[src/rtl/epp_tx_pkg.sv]
package epp_tx_pkg;
  typedef enum logic [1:0] {
    ST_IDLE = 2'd0,
    ST_PEND = 2'd1,
    ST_HOLD = 2'd2,
    ST_NEXT = 2'd3
  } tx_state_t;
endpackage

[src/rtl/epp_strobe_sync.sv]
module epp_strobe_sync (
  input  logic clk,
  input  logic rst_n,
  input  logic strobe_n,
  output logic fall,
  output logic rise
);
  logic meta_q, sync_q, prev_q;

  always_ff @(posedge clk or negedge rst_n) begin
    if (!rst_n) begin
      meta_q <= 1'b1;
      sync_q <= 1'b1;
      prev_q <= 1'b1;
    end else begin
      meta_q <= strobe_n;
      sync_q <= meta_q;
      prev_q <= sync_q;
    end
  end

  assign fall = prev_q & ~sync_q;
  assign rise = ~prev_q & sync_q;
endmodule

[src/rtl/epp_frame_store.sv]
module epp_frame_store #(
  parameter int NUM_WORDS = 5,
  parameter int WORD_W    = 14,
  parameter int BYTE_W    = 8,
  localparam int BPW      = (WORD_W + BYTE_W - 1) / BYTE_W,
  localparam int NUM_BYTES = NUM_WORDS * BPW,
  localparam int IDX_W    = $clog2(NUM_BYTES)
) (
  input  logic                        clk,
  input  logic                        rst_n,
  input  logic                        load,
  input  logic [NUM_WORDS*WORD_W-1:0] samples,
  input  logic [IDX_W-1:0]            byte_idx,
  output logic [BYTE_W-1:0]           byte_val
);
  localparam int PAD_W = BPW * BYTE_W;

  logic [PAD_W-1:0] padded [NUM_WORDS];

  genvar w;
  generate
    for (w = 0; w < NUM_WORDS; w++) begin : g_word
      logic [WORD_W-1:0] word_q;
      always_ff @(posedge clk or negedge rst_n) begin
        if (!rst_n)    word_q <= '0;
        else if (load) word_q <= samples[w*WORD_W +: WORD_W];
      end
      if (PAD_W > WORD_W) begin : g_pad
        assign padded[w] = {{(PAD_W-WORD_W){1'b0}}, word_q};
      end else begin : g_nopad
        assign padded[w] = word_q;
      end
    end
  endgenerate

  always_comb begin
    byte_val = '0;
    for (int k = 0; k < NUM_BYTES; k++) begin
      if (byte_idx == IDX_W'(k))
        byte_val = padded[k / BPW][(k % BPW)*BYTE_W +: BYTE_W];
    end
  end
endmodule

[src/rtl/epp_tx_fsm.sv]
module epp_tx_fsm
  import epp_tx_pkg::*;
#(
  parameter int NUM_BYTES = 10,
  parameter int BYTE_W    = 8,
  localparam int IDX_W    = $clog2(NUM_BYTES)
) (
  input  logic              clk,
  input  logic              rst_n,
  input  logic              frame_ready,
  input  logic              fall,
  input  logic              rise,
  input  logic [BYTE_W-1:0] byte_val,
  output logic              load,
  output logic [IDX_W-1:0]  byte_idx,
  output logic [BYTE_W-1:0] data_out,
  output logic              irq,
  output logic              wait_out,
  output logic              overrun
);
  localparam logic [IDX_W-1:0] LAST_IDX = IDX_W'(NUM_BYTES - 1);

  tx_state_t         state_q, state_d;
  logic [IDX_W-1:0]  idx_q, idx_d;
  logic [BYTE_W-1:0] data_q, data_d;
  logic              irq_q, irq_d;
  logic              wait_q, wait_d;
  logic              ovr_q, ovr_d;

  always_comb begin
    state_d = state_q;
    idx_d   = idx_q;
    data_d  = data_q;
    irq_d   = irq_q;
    wait_d  = wait_q;
    ovr_d   = ovr_q;
    load    = 1'b0;
    if (frame_ready && state_q != ST_IDLE) ovr_d = 1'b1;
    case (state_q)
      ST_IDLE: begin
        if (frame_ready) begin
          load    = 1'b1;
          idx_d   = '0;
          irq_d   = 1'b1;
          state_d = ST_PEND;
        end
      end
      ST_PEND, ST_NEXT: begin
        if (fall) begin
          data_d  = byte_val;
          wait_d  = 1'b1;
          irq_d   = 1'b0;
          state_d = ST_HOLD;
        end
      end
      ST_HOLD: begin
        if (rise) begin
          wait_d = 1'b0;
          if (idx_q == LAST_IDX) begin
            state_d = ST_IDLE;
          end else begin
            idx_d   = idx_q + 1'b1;
            state_d = ST_NEXT;
          end
        end
      end
      default: state_d = ST_IDLE;
    endcase
  end

  always_ff @(posedge clk or negedge rst_n) begin
    if (!rst_n) begin
      state_q <= ST_IDLE;
      idx_q   <= '0;
      data_q  <= '0;
      irq_q   <= 1'b0;
      wait_q  <= 1'b0;
      ovr_q   <= 1'b0;
    end else begin
      state_q <= state_d;
      idx_q   <= idx_d;
      data_q  <= data_d;
      irq_q   <= irq_d;
      wait_q  <= wait_d;
      ovr_q   <= ovr_d;
    end
  end

  assign byte_idx = idx_q;
  assign data_out = data_q;
  assign irq      = irq_q;
  assign wait_out = wait_q;
  assign overrun  = ovr_q;
endmodule

[src/rtl/epp_frame_tx.sv]
module epp_frame_tx #(
  parameter int NUM_WORDS = 5,
  parameter int WORD_W    = 14,
  parameter int BYTE_W    = 8,
  localparam int BPW       = (WORD_W + BYTE_W - 1) / BYTE_W,
  localparam int NUM_BYTES = NUM_WORDS * BPW,
  localparam int IDX_W     = $clog2(NUM_BYTES)
) (
  input  logic                        clk,
  input  logic                        rst_n,
  input  logic                        frame_ready,
  input  logic [NUM_WORDS*WORD_W-1:0] samples,
  input  logic                        strobe_n,
  output logic [BYTE_W-1:0]           data_out,
  output logic                        irq,
  output logic                        wait_out,
  output logic                        overrun
);
  logic              fall, rise, load;
  logic [IDX_W-1:0]  byte_idx;
  logic [BYTE_W-1:0] byte_val;

  epp_strobe_sync u_sync (
    .clk      (clk),
    .rst_n    (rst_n),
    .strobe_n (strobe_n),
    .fall     (fall),
    .rise     (rise)
  );

  epp_frame_store #(
    .NUM_WORDS (NUM_WORDS),
    .WORD_W    (WORD_W),
    .BYTE_W    (BYTE_W)
  ) u_store (
    .clk      (clk),
    .rst_n    (rst_n),
    .load     (load),
    .samples  (samples),
    .byte_idx (byte_idx),
    .byte_val (byte_val)
  );

  epp_tx_fsm #(
    .NUM_BYTES (NUM_BYTES),
    .BYTE_W    (BYTE_W)
  ) u_fsm (
    .clk         (clk),
    .rst_n       (rst_n),
    .frame_ready (frame_ready),
    .fall        (fall),
    .rise        (rise),
    .byte_val    (byte_val),
    .load        (load),
    .byte_idx    (byte_idx),
    .data_out    (data_out),
    .irq         (irq),
    .wait_out    (wait_out),
    .overrun     (overrun)
  );
endmodule

[config.mk]
export PLATFORM = sky130hd
export DESIGN_NAME = epp_frame_tx
export DESIGN_NICKNAME = d
export VERILOG_FILES = /design/src/rtl/epp_tx_pkg.sv /design/src/rtl/epp_strobe_sync.sv /design/src/rtl/epp_frame_store.sv /design/src/rtl/epp_tx_fsm.sv /design/src/rtl/epp_frame_tx.sv
export SDC_FILE = /design/constraint.sdc
export NUM_CORES = 1
export LEC_CHECK = 0
export ABC_AREA = 1
export BUFFER_PORTS_ARGS = -buffer_cell sky130_fd_sc_hd__buf_2
export CAP_MARGIN = 10
export CELL_PAD_IN_SITES_DETAIL_PLACEMENT = 0
export CELL_PAD_IN_SITES_GLOBAL_PLACEMENT = 1
export CORE_ASPECT_RATIO = 0.7
export CORE_MARGIN = 2
export CORE_UTILIZATION = 43
export CTS_BUF_LIST = sky130_fd_sc_hd__clkbuf_8 sky130_fd_sc_hd__clkbuf_16
export DETAILED_ROUTE_END_ITERATION = 8
export PLACE_DENSITY_LB_ADDON = 0.1
export SYNTH_ARGS = -nofsm -noshare
export SYNTH_HDL_FRONTEND = slang
export SYNTH_SLANG_ARGS = --single-unit
[constraint.sdc]
create_clock -name clk -period 3.4 [get_ports clk]
set_input_delay 0.85 -clock clk [delete_from_list [all_inputs] [get_ports clk]]
set_output_delay 0.85 -clock clk [all_outputs]
set_load 0.02 [all_outputs]
==> results of run 1 <==
## synthesized netlist by cell type, types with 3 or more instances
cell	n	area, sq um
sky130_fd_sc_hd__clkbuf_1	15	56.30
sky130_fd_sc_hd__nor3_1	4	20.02
sky130_fd_sc_hd__ha_1	4	50.05
sky130_fd_sc_hd__inv_1	26	97.59
sky130_fd_sc_hd__nand3_1	16	80.08
sky130_fd_sc_hd__o21ai_0	11	55.05
sky130_fd_sc_hd__dfrtp_1	87	2177
sky130_fd_sc_hd__or2_1	4	25.02
sky130_fd_sc_hd__nor2_1	48	180.2
sky130_fd_sc_hd__a21oi_1	8	40.04
sky130_fd_sc_hd__nand2_1	319	1197
sky130_fd_sc_hd__dfstp_2	3	78.83
sky130_fd_sc_hd__nand4_1	6	37.54
sky130_fd_sc_hd__a22oi_1	5	37.54
sky130_fd_sc_hd__buf_4	3	22.52
## power groups by stage
stage                     Clock, uW  Combinational (uW)  Sequential (uW)
after global placement            0                1460             1900
after floorplan                   0                1080             1860
after detailed placement          0                1480             1900
after global routing           1180                1750             1950
final                          1110                1470             1890
after CTS                      1130                1500             1890
## area by class of cell
cell class / count / area [sq um]
repair buffers: 88 / 485.5
multi-input cells: 436 / 1822
clock buffers: 12 / 266.5
fillers: 971 / 4521
clock inverters: 4 / 72.57
inverters: 27 / 101.3
flip-flops and latches: 90 / 2256
well taps: 128 / 160.2
## critical path, cell delays in order, from the launching register on
cell and delay (ns):
sky130_fd_sc_hd__dfrtp_1 0.49, sky130_fd_sc_hd__nor2_2 0.49, sky130_fd_sc_hd__nand2_1 0.35, sky130_fd_sc_hd__nor2_1 0.18, sky130_fd_sc_hd__nor2_1 0.06, sky130_fd_sc_hd__nand2_1 0.11
sky130_fd_sc_hd__nand2_1 0.07, sky130_fd_sc_hd__nand2_1 0.06, sky130_fd_sc_hd__nand2_1 0.05, sky130_fd_sc_hd__nand2_1 0.08, sky130_fd_sc_hd__nand2_1 0.06, sky130_fd_sc_hd__nand2_1 0.10
sky130_fd_sc_hd__nand2_1 0.06
## logic make-up (layout without fill, tap and decap cells)
logic type | after synthesis | in the layout | share of synthesized area
buffers and inverters | 48 | 131 | 0.04849
AO/OA/AOI/OAI | 26 | 26 | 0.03477
AND/OR/NAND/NOR | 406 | 406 | 0.3783
adder cells (fa/ha/maj) | 4 | 4 | 0.01169
flip-flops | 90 | 90 | 0.5267
## final timing paths
check | slack, ns | end | startpoint | depth (start not counted)
min reg2reg | 0.36 | u_sync.sync_q | u_sync.meta_q | 0
max reg2reg | 1.12 | u_fsm.data_out[2] | u_fsm.byte_idx[2] | 12
max in group asynchronous | 2.22 | u_sync.meta_q | rst_n | 2
min | 0.36 | u_sync.sync_q | u_sync.meta_q | 0
min in group asynchronous | 0.49 | u_store.g_word[1].word_q[4] | rst_n | 1
max | 1.12 | u_fsm.data_out[2] | u_fsm.byte_idx[2] | 12
## per-stage QoR
stage | instances | area [sq um] | util | power, uW
2_1_floorplan | 574 | 4283 | - | 2937
5_1_grt | 785 | 5164 | 0.5332 | 4871
3_3_place_gp | 767 | 4777 | 0.4933 | 3357
6_report | 785 | 5164 | 0.5332 | 4470
4_1_cts | 783 | 5116 | 0.5283 | 4513
3_5_place_dp | 767 | 4777 | 0.4933 | 3380
## layout by cell type (no fill, tap or decap), types with 3 or more instances in the layout
cell type	count
sky130_fd_sc_hd__nand2_1	318
sky130_fd_sc_hd__o21ai_0	11
sky130_fd_sc_hd__inv_1	26
sky130_fd_sc_hd__dfstp_2	3
sky130_fd_sc_hd__a21oi_1	8
sky130_fd_sc_hd__nor3_1	4
sky130_fd_sc_hd__dfrtp_1	87
sky130_fd_sc_hd__ha_1	4
sky130_fd_sc_hd__clkbuf_8	3
sky130_fd_sc_hd__buf_4	3
sky130_fd_sc_hd__nor2_1	48
sky130_fd_sc_hd__a22oi_1	5
sky130_fd_sc_hd__clkbuf_16	9
sky130_fd_sc_hd__nand3_1	16
sky130_fd_sc_hd__nand4_1	6
sky130_fd_sc_hd__buf_2	83
sky130_fd_sc_hd__or2_1	4
## metal layers
| layer | up-vias | GRT usage | part of all wire |
|---|---|---|---|
| met4 | 0 | 0.05372 | 0.0073 |
| li1 | 1917 | - | - |
| met2 | 69 | 0.3167 | 0.43 |
| met3 | 5 | 0.05105 | 0.045 |
| met5 | - | 0 | 0 |
| met1 | 1693 | 0.3047 | 0.52 |
## state kept, by name (all words and copies together), names as in the netlist
register	count
u_fsm.state_q	2
u_fsm.byte_idx	4
u_sync.prev_q	1
u_sync.meta_q	1
u_fsm.overrun	1
u_fsm.irq	1
u_store.g_word.word_q	70
u_fsm.data_out	8
u_sync.sync_q	1
u_fsm.wait_out	1
==> flow_summary.json, run 1 <==
{
  "critPathKind": "flip-flop to flip-flop",
  "rows": 30,
  "setup-violations-final": 0,
  "power_switching_share": 0.3724,
  "antenna_found_initial": 0,
  "insertion_delay_ns": 0.34,
  "synth_seq_cells": 90,
  "timing.critical_path.to_type": "flip-flop",
  "post_drt_wl_per_cell_um": 13.02,
  "core_area_sq_mm": 0.009684,
  "switchingPower_uw": 1664,
  "synth_cells": 574,
  "seq_power_share": 0.422,
  "dp_hpwl_mm": 6.963,
  "cts.repair_timing.setup_buffer_count": 0,
  "outcome": "complete, no violations",
  "synth_sequential_area_ratio": 0.5267,
  "synth-async-reset-ratio": 1.000,
  "chipWidth_um": 123.3,
  "area_delta_synth_final_pct": 20.57,
  "die_area_sq_mm": 0.01079,
  "final_hold_viol_count": 0,
  "syn_area_per_cell_sq_um": 7.461,
  "cp_data_arrival_time_ns": 2.51,
  "cts-root-to-sink-buffers": 2,
  "p_per_cell_area_mw_per_mm2": 865.6,
  "floorplan.die.height_um": 87.50,
  "share_of_layout_cells_above_drive_strength_1": 0.1781,
  "placement.setup.worst_slack_ns": 1.129,
  "yosys_warnings": 0,
  "grt_start_max_net_pins": 91,
  "firstDrtPassIters": 4,
  "initial_core_util": 0.4422,
  "root_buf_cell": "sky130_fd_sc_hd__clkbuf_16",
  "syn_area_sq_mm": 0.004283,
  "maxSlewViolCount": 0,
  "holdCritPathClass": "flip-flop to flip-flop",
  "worst_slew_pin_slew_ns": 0.8284,
  "numCtsBuffers": 9,
  "postLayoutSetupSlackWorst_ns": 1.116,
  "final_weighted_congestion_in_routability_driven_placement": 0.7691,
  "cellLeakagePower_uw": 0.002951,
  "cts.sink_count": 90,
  "gr-usage-all-layers": 0.2099,
  "initialDrtViolationCount": 198,
  "wirelength_mm": 10.22,
  "clkSlewWorstSetupHoldPaths_ns": 0.06,
  "pin_count": 85,
  "timing.critical_path.fanout_max": 16,
  "synth_enable_flop_cells": 0,
  "finish.net_count": 730,
  "period_minus_slack_ns": 2.284,
  "critical_path_required_ns": 3.62,
  "grt_overflow_total": 0,
  "tritoncts": "done",
  "avgViaCountPerCell": 4.693,
  "drt.antenna.violating_nets": 0,
  "power.ir.vdd_worst_uv": 305.8,
  "num_vias": 3684,
  "postSynthNetCount": 652,
  "share_of_the_cycle_needed_by_the_critical_path_after_routing": 0.6718,
  "drv.max_cap_violation_count": 0,
  "clock_tree.htree_level_count": 3,
  "synth-main-ff-cell": "sky130_fd_sc_hd__dfrtp_1",
  "postCtsHoldBufs": 0,
  "holdWs_ns": 0.3604,
  "antenna-diode-count": 0,
  "first_pass_grt_wire_length_mm": 17.40,
  "first_global_vias": 3664,
  "clock_skew_ns": 0.007893,
  "combPwrFrac": 0.330,
  "slew_headroom": 0.4457,
  "startpoint_class_of_the_critical_path": "flip-flop",
  "timing.fmax_mhz": 437.8,
  "port_buffers": 84,
  "post_cts_resized": 0,
  "drcViolationCount": 0,
  "fin_tns_setup_ns": 0,
  "grt_setup_unrepaired": "false",
  "synth_cell_types": 28,
  "internal-power_uw": 2805,
  "clock_power_share": 0.248
}
Power figures use the tool's default switching activity.
==> inputs of run 2 (changes only) <==
--- a/config.mk
+++ b/config.mk
@@ -12,7 +12,7 @@
 export CELL_PAD_IN_SITES_GLOBAL_PLACEMENT = 1
 export CORE_ASPECT_RATIO = 0.7
 export CORE_MARGIN = 2
-export CORE_UTILIZATION = 43
+export CORE_UTILIZATION = 36
 export CTS_BUF_LIST = sky130_fd_sc_hd__clkbuf_8 sky130_fd_sc_hd__clkbuf_16
 export DETAILED_ROUTE_END_ITERATION = 8
 export PLACE_DENSITY_LB_ADDON = 0.1
==> constraint.sdc (replaced) <==
create_clock -name clk -period 1.9 [get_ports clk]
set_input_delay 0.475 -clock clk [delete_from_list [all_inputs] [get_ports clk]]
set_output_delay 0.475 -clock clk [all_outputs]
set_load 0.02 [all_outputs]
==> flow_summary.json, run 2 (same netlist as run 1, synthesis figures left out) <==
{
  "first_pass_grt_wire_length_mm": 17.74,
  "final_hold_viol_count": 0,
  "clkSlewWorstSetupHoldPaths_ns": 0.06,
  "commonest_non_fill_non_tap_cell_in_the_layout": "sky130_fd_sc_hd__nand2_1",
  "grt_start_max_net_pins": 73,
  "root_buf_cell": "sky130_fd_sc_hd__clkbuf_16",
  "startpoint_class_of_the_critical_path": "flip-flop",
  "power_switching_share": 0.3928,
  "combPwrFrac": 0.365,
  "firstDrtPassIters": 4,
  "drt.antenna.violating_nets": 0,
  "antenna_found_initial": 0,
  "numCtsBuffers": 9,
  "filler_cell_count": 1238,
  "critPathKind": "flip-flop to flip-flop",
  "worst_slew_pin_slew_ns": 0.3742,
  "wirelength_mm": 10.95,
  "antenna-diode-count": 0,
  "finish.net_count": 744,
  "cts.sink_count": 90,
  "holdWs_ns": 0.2274,
  "timing.critical_path.to_type": "flip-flop",
  "clock_power_share": 0.211,
  "power.ir.vdd_worst_uv": 529.5,
  "chipWidth_um": 134.4,
  "setup-violations-final": 0,
  "final_weighted_congestion_in_routability_driven_placement": 0.8126,
  "die_area_sq_mm": 0.01280,
  "timing.fmax_mhz": 553.9,
  "drv.max_cap_violation_count": 0,
  "cts-root-to-sink-buffers": 2,
  "clock_skew_ns": 0.007659,
  "outcome": "complete, no violations",
  "initial_core_util": 0.3678,
  "avgViaCountPerCell": 4.523,
  "p_per_cell_area_mw_per_mm2": 1517,
  "layout.cells.most_common_list": "sky130_fd_sc_hd__nand2_1, sky130_fd_sc_hd__dfrtp_1, sky130_fd_sc_hd__buf_2",
  "internal-power_uw": 4889,
  "share_of_layout_cells_above_drive_strength_1": 0.2101,
  "initialDrtViolationCount": 242,
  "area_delta_synth_final_pct": 23.93,
  "postLayoutCoreUtil": 0.4558,
  "tritoncts": "done",
  "gr-usage-all-layers": 0.1807,
  "cellLeakagePower_uw": 0.003012,
  "regMostFlops": "u_store.g_word.word_q",
  "first_global_vias": 3545,
  "share_of_the_cycle_needed_by_the_critical_path_after_routing": 0.9501,
  "rows": 33,
  "finalNonFillerCells": 828,
  "dp_hpwl_mm": 7.976,
  "dp.cells": 811,
  "pin_count": 85,
  "post_drt_wl_per_cell_um": 13.22,
  "critical_path_required_ns": 2.12,
  "period_minus_slack_ns": 1.805,
  "holdCritPathClass": "input port to flip-flop",
  "core_area_sq_mm": 0.01164,
  "maxSlewViolCount": 0,
  "timing.critical_path.fanout_max": 5,
  "grt_overflow_total": 0,
  "slew_headroom": 0.7496,
  "port_buffers": 84,
  "cp_data_arrival_time_ns": 2.03,
  "seq_power_share": 0.424,
  "drcViolationCount": 0,
  "num_vias": 3745,
  "floorplan.die.height_um": 95.26,
  "switchingPower_uw": 3162,
  "insertion_delay_ns": 0.35,
  "largest_register_ff_count": 70,
  "clock_tree.htree_level_count": 3,
  "cts.repair_timing.setup_buffer_count": 0
}
[run 2: changes by cell type in the layout (fill, tap and decap cells not counted), moves of 2 or more]
cell and change:
sky130_fd_sc_hd__nand2_1 -3, sky130_fd_sc_hd__buf_4 +12, sky130_fd_sc_hd__bufinv_16 -2, sky130_fd_sc_hd__nor2_4 +2, sky130_fd_sc_hd__nand2_2 +2, sky130_fd_sc_hd__ha_4 +2
sky130_fd_sc_hd__inv_1 -4, sky130_fd_sc_hd__buf_12 +2, sky130_fd_sc_hd__ha_1 -2, sky130_fd_sc_hd__inv_2 +5
[run 2: stage by stage]
| step | setup slack (ns) | power (uW) | cell area (sq um) | setup TNS, ns |
|---|---|---|---|---|
| after floorplan | 0.1566 | 5256 | 4283 | 0 |
| after global placement | 0.04267 | 6216 | 4964 | 0 |
| after detailed placement | 0.03575 | 6264 | 4964 | 0 |
| after CTS | 0.01428 | 8011 | 5256 | 0 |
| after global routing | -0.03554 | 8765 | 5308 | -0.1029 |
| final | 0.09475 | 8051 | 5308 | 0 |
[run 2: layer usage]
metal  track usage  up-vias  part of all wire
li1              -     1941                 -
met1        0.2629     1716              0.52
met2        0.2670       75              0.42
met3       0.04625       13             0.047
met4       0.05000        0             0.012
met5             0        -                 0
[run 2: worst paths after layout]
check	to	cells after the start	slack [ns]	startpoint
max	u_fsm.state_q[0]	8	0.09	u_fsm.byte_idx[1]
min	u_sync.meta_q	1	0.23	strobe_n
max reg2reg	u_fsm.state_q[0]	8	0.09	u_fsm.byte_idx[1]
min reg2reg	u_sync.prev_q	0	0.37	u_sync.sync_q
max in group asynchronous	u_sync.meta_q	3	0.91	rst_n
min in group asynchronous	u_store.g_word[0].word_q[11]	2	0.50	rst_n
[run 2: area by class of cell]
cell class / instances / area (sq um) / area share
sequential: 90 / 2257 / 0.4253
multi-input combinational: 436 / 1872 / 0.3527
timing repair buffer: 102 / 598.1 / 0.1127
clock buffer: 11 / 252.7 / 0.04762
tap: 157 / 196.4 / 0.03701
clock inverter: 5 / 30.03 / 0.005658
inverter: 27 / 101.3 / 0.01909
[run 2: worst max-delay path, cell delays in order (launching register included)]
cell	delay, ns
sky130_fd_sc_hd__dfrtp_1	0.43
sky130_fd_sc_hd__inv_2	0.13
sky130_fd_sc_hd__ha_4	0.16
sky130_fd_sc_hd__inv_2	0.08
sky130_fd_sc_hd__nor3_4	0.26
sky130_fd_sc_hd__a21oi_1	0.17
sky130_fd_sc_hd__nand2_2	0.12
sky130_fd_sc_hd__inv_1	0.07
sky130_fd_sc_hd__or2_2	0.27
[run 2: what timing repair did]
| item | in CTS | in global routing |
|---|---|---|
| resized for setup | 0 | 17 |
| hold endpoints to repair | 7 | 0 |
| setup endpoints to repair | 0 | 12 |
| hold buffers | 1 | 0 |
[run 2: power by group through the flow]
stage                     Sequential, uW  Clock, uW  Combinational (uW)
after floorplan                     3330          0                1930
after global placement              3420          0                2800
after detailed placement            3410          0                2850
after CTS                           3400       1730                2880
after global routing                3510       1830                3430
final                               3420       1700                2940
==> inputs of run 3 (changes only) <==
--- a/config.mk
+++ b/config.mk
@@ -8,14 +8,12 @@
 export ABC_AREA = 1
 export BUFFER_PORTS_ARGS = -buffer_cell sky130_fd_sc_hd__buf_2
 export CAP_MARGIN = 10
-export CELL_PAD_IN_SITES_DETAIL_PLACEMENT = 0
-export CELL_PAD_IN_SITES_GLOBAL_PLACEMENT = 1
 export CORE_ASPECT_RATIO = 0.7
 export CORE_MARGIN = 2
-export CORE_UTILIZATION = 36
+export CORE_UTILIZATION = 50
 export CTS_BUF_LIST = sky130_fd_sc_hd__clkbuf_8 sky130_fd_sc_hd__clkbuf_16
 export DETAILED_ROUTE_END_ITERATION = 8
-export PLACE_DENSITY_LB_ADDON = 0.1
+export PLACE_DENSITY = 0.76
 export SYNTH_ARGS = -nofsm -noshare
 export SYNTH_HDL_FRONTEND = slang
 export SYNTH_SLANG_ARGS = --single-unit
==> flow_summary.json, run 3 (same netlist as run 1, synthesis figures left out) <==
{
  "timing.fmax_mhz": 564.3,
  "die_area_sq_mm": 0.009334,
  "p_per_cell_area_mw_per_mm2": 1560,
  "fin_tns_setup_ns": 0,
  "regMostFlops": "u_store.g_word.word_q",
  "layout.cells.most_common_list": "sky130_fd_sc_hd__nand2_1, sky130_fd_sc_hd__dfrtp_1, sky130_fd_sc_hd__buf_2",
  "clock_skew_ns": 0.007908,
  "initialDrtViolationCount": 313,
  "avgViaCountPerCell": 5.026,
  "seq_power_share": 0.416,
  "slew_headroom": 0.7291,
  "cts-root-to-sink-buffers": 2,
  "timing.critical_path.to_type": "flip-flop",
  "period_minus_slack_ns": 1.772,
  "stdcell_area_sq_mm": 0.005236,
  "numCtsBuffers": 9,
  "antenna_found_initial": 0,
  "first_pass_grt_wire_length_mm": 16.83,
  "initial_core_util": 0.5115,
  "worst_slew_pin_slew_ns": 0.4063,
  "commonest_non_fill_non_tap_cell_in_the_layout": "sky130_fd_sc_hd__nand2_1",
  "gr-usage-all-layers": 0.2330,
  "rr_startpoint": "u_fsm.byte_idx[1]",
  "holdCritPathClass": "input port to async pin",
  "clock_power_share": 0.233,
  "core_area_sq_mm": 0.008373,
  "drt.antenna.violating_nets": 0,
  "wirelength_mm": 10.22,
  "postCtsHoldBufs": 0,
  "internal-power_uw": 5060,
  "timing.critical_path.fanout_max": 5,
  "port_buffers": 84,
  "power.ir.vdd_worst_uv": 726.5,
  "drcViolationCount": 0,
  "first_global_vias": 3667,
  "clkSlewWorstSetupHoldPaths_ns": 0.06,
  "num_vias": 3890,
  "final_weighted_congestion_in_routability_driven_placement": 0.8565,
  "placed_cell_area_sq_mm": 0.004871,
  "power_switching_share": 0.3803,
  "final_hold_viol_count": 0,
  "tritoncts": "done",
  "postLayoutSetupSlackWorst_ns": 0.1277,
  "drv.max_cap_violation_count": 0,
  "largest_register_ff_count": 70,
  "floorplan.die.height_um": 81.44,
  "antenna-diode-count": 0,
  "root_buf_cell": "sky130_fd_sc_hd__clkbuf_16",
  "share_of_layout_cells_above_drive_strength_1": 0.2063,
  "finish.net_count": 743,
  "critPathKind": "flip-flop to flip-flop",
  "grt_start_max_net_pins": 40,
  "clock_tree.htree_level_count": 3,
  "timing.critical_path.cells": "inv_2, ha_2, inv_2, nor3_4, a21oi_2, nand2_1, inv_1, or2_2",
  "post_drt_wl_per_cell_um": 13.21,
  "placement.setup.worst_slack_ns": -0.009510,
  "cellLeakagePower_uw": 0.003012,
  "share_of_the_cycle_needed_by_the_critical_path_after_routing": 0.9328,
  "area_delta_synth_final_pct": 22.26,
  "pin_count": 85,
  "chipWidth_um": 114.6,
  "maxSlewViolCount": 0,
  "grt_busiest_layer": "met2",
  "grt_setup_unrepaired": "false",
  "startpoint_class_of_the_critical_path": "flip-flop",
  "firstDrtPassIters": 5,
  "setup-violations-final": 0,
  "critical_path_required_ns": 2.12,
  "grt_overflow_total": 0,
  "met1_usage": 0.3285,
  "crit_path_start": "u_fsm.byte_idx[1]",
  "worstRegToRegCells": 8,
  "combPwrFrac": 0.351,
  "cp_slowest_cell": "sky130_fd_sc_hd__dfrtp_1",
  "cp_slowest_stage_delay_ns": 0.43,
  "critPathMostFrequentCell": "sky130_fd_sc_hd__inv_2",
  "switchingPower_uw": 3106,
  "dp_hpwl_mm": 7.288,
  "grt_util_met3": 0.05609,
  "insertion_delay_ns": 0.34,
  "globalRouteMet2Util": 0.3645,
  "cp_data_arrival_time_ns": 1.99,
  "rows": 28,
  "outcome": "complete, no violations",
  "cts.sink_count": 90
}
## run 3: changes by cell type in the layout (fill, tap and decap cells not counted), moves of 2 or more
cell,before,now
sky130_fd_sc_hd__ha_2,0,2
sky130_fd_sc_hd__bufinv_16,0,2
sky130_fd_sc_hd__nand2_1,315,317
sky130_fd_sc_hd__nand2_2,4,2
sky130_fd_sc_hd__ha_4,2,0
sky130_fd_sc_hd__clkinv_2,2,0
## run 3: critical path: cells and delay by family (launching register included)
kind	cells	cell delay, ns
flip-flops	1	0.43
adder cells (fa/ha/maj)	1	0.19
AND/OR/NAND/NOR	3	0.67
AO/OA/AOI/OAI	1	0.11
buffers and inverters	3	0.26
## run 3: repair_timing
item | 4_1_cts | 5_1_grt
pin swaps | 1 | 2
setup buffers | 1 | 1
gates cloned | 0 | 0
resized for setup | 0 | 14
setup endpoints to repair | 2 | 13
## run 3: layout make-up
class	count	area (sq um)
Clock buffer	10	239.0
Clock inverter	5	80.08
Fill cell	744	3137
Inverter	27	101.3
Multi-Input combinational cell	436	1853
Sequential cell	90	2256
Tap cell	105	131.4
Timing Repair Buffer	101	575.6
## run 3: path summary, 6_finish.rpt
path	endpoint	slack, ns
max in group asynchronous	u_fsm.irq	1.30
setup reg to reg	u_fsm.state_q[0]	0.13
hold / removal	u_store.g_word[1].word_q[2]	0.06
hold reg to reg	u_sync.sync_q	0.36
min in group clk	u_sync.meta_q	0.23
setup / recovery	u_fsm.state_q[0]	0.13
## run 3: per-stage QoR
step	util	hold slack (ns)	total power, uW	instances
after floorplan	-	0.1794	5256	574
after global placement	0.5817	0.3473	6034	757
after detailed placement	0.5817	0.3472	6149	757
after CTS	0.6207	0.06599	8111	773
after global routing	0.6254	0.07955	8797	774
final	0.6254	0.05611	8166	774
## run 3: routing by layer
metal | vias to the layer above | routed length (um)
met3 | 10 | 524
met2 | 104 | 4711
met1 | 1834 | 4897
met4 | 0 | 90
met5 | - | 0
li1 | 1942 | -
## run 3: power by group through the flow
stage                     registers (uW)  logic, uW  clock network, uW
after CTS                           3390       2790               1930
after floorplan                     3330       1930                  0
after global placement              3380       2650                  0
after detailed placement            3400       2750                  0
final                               3400       2870               1900
after global routing                3490       3290               2020
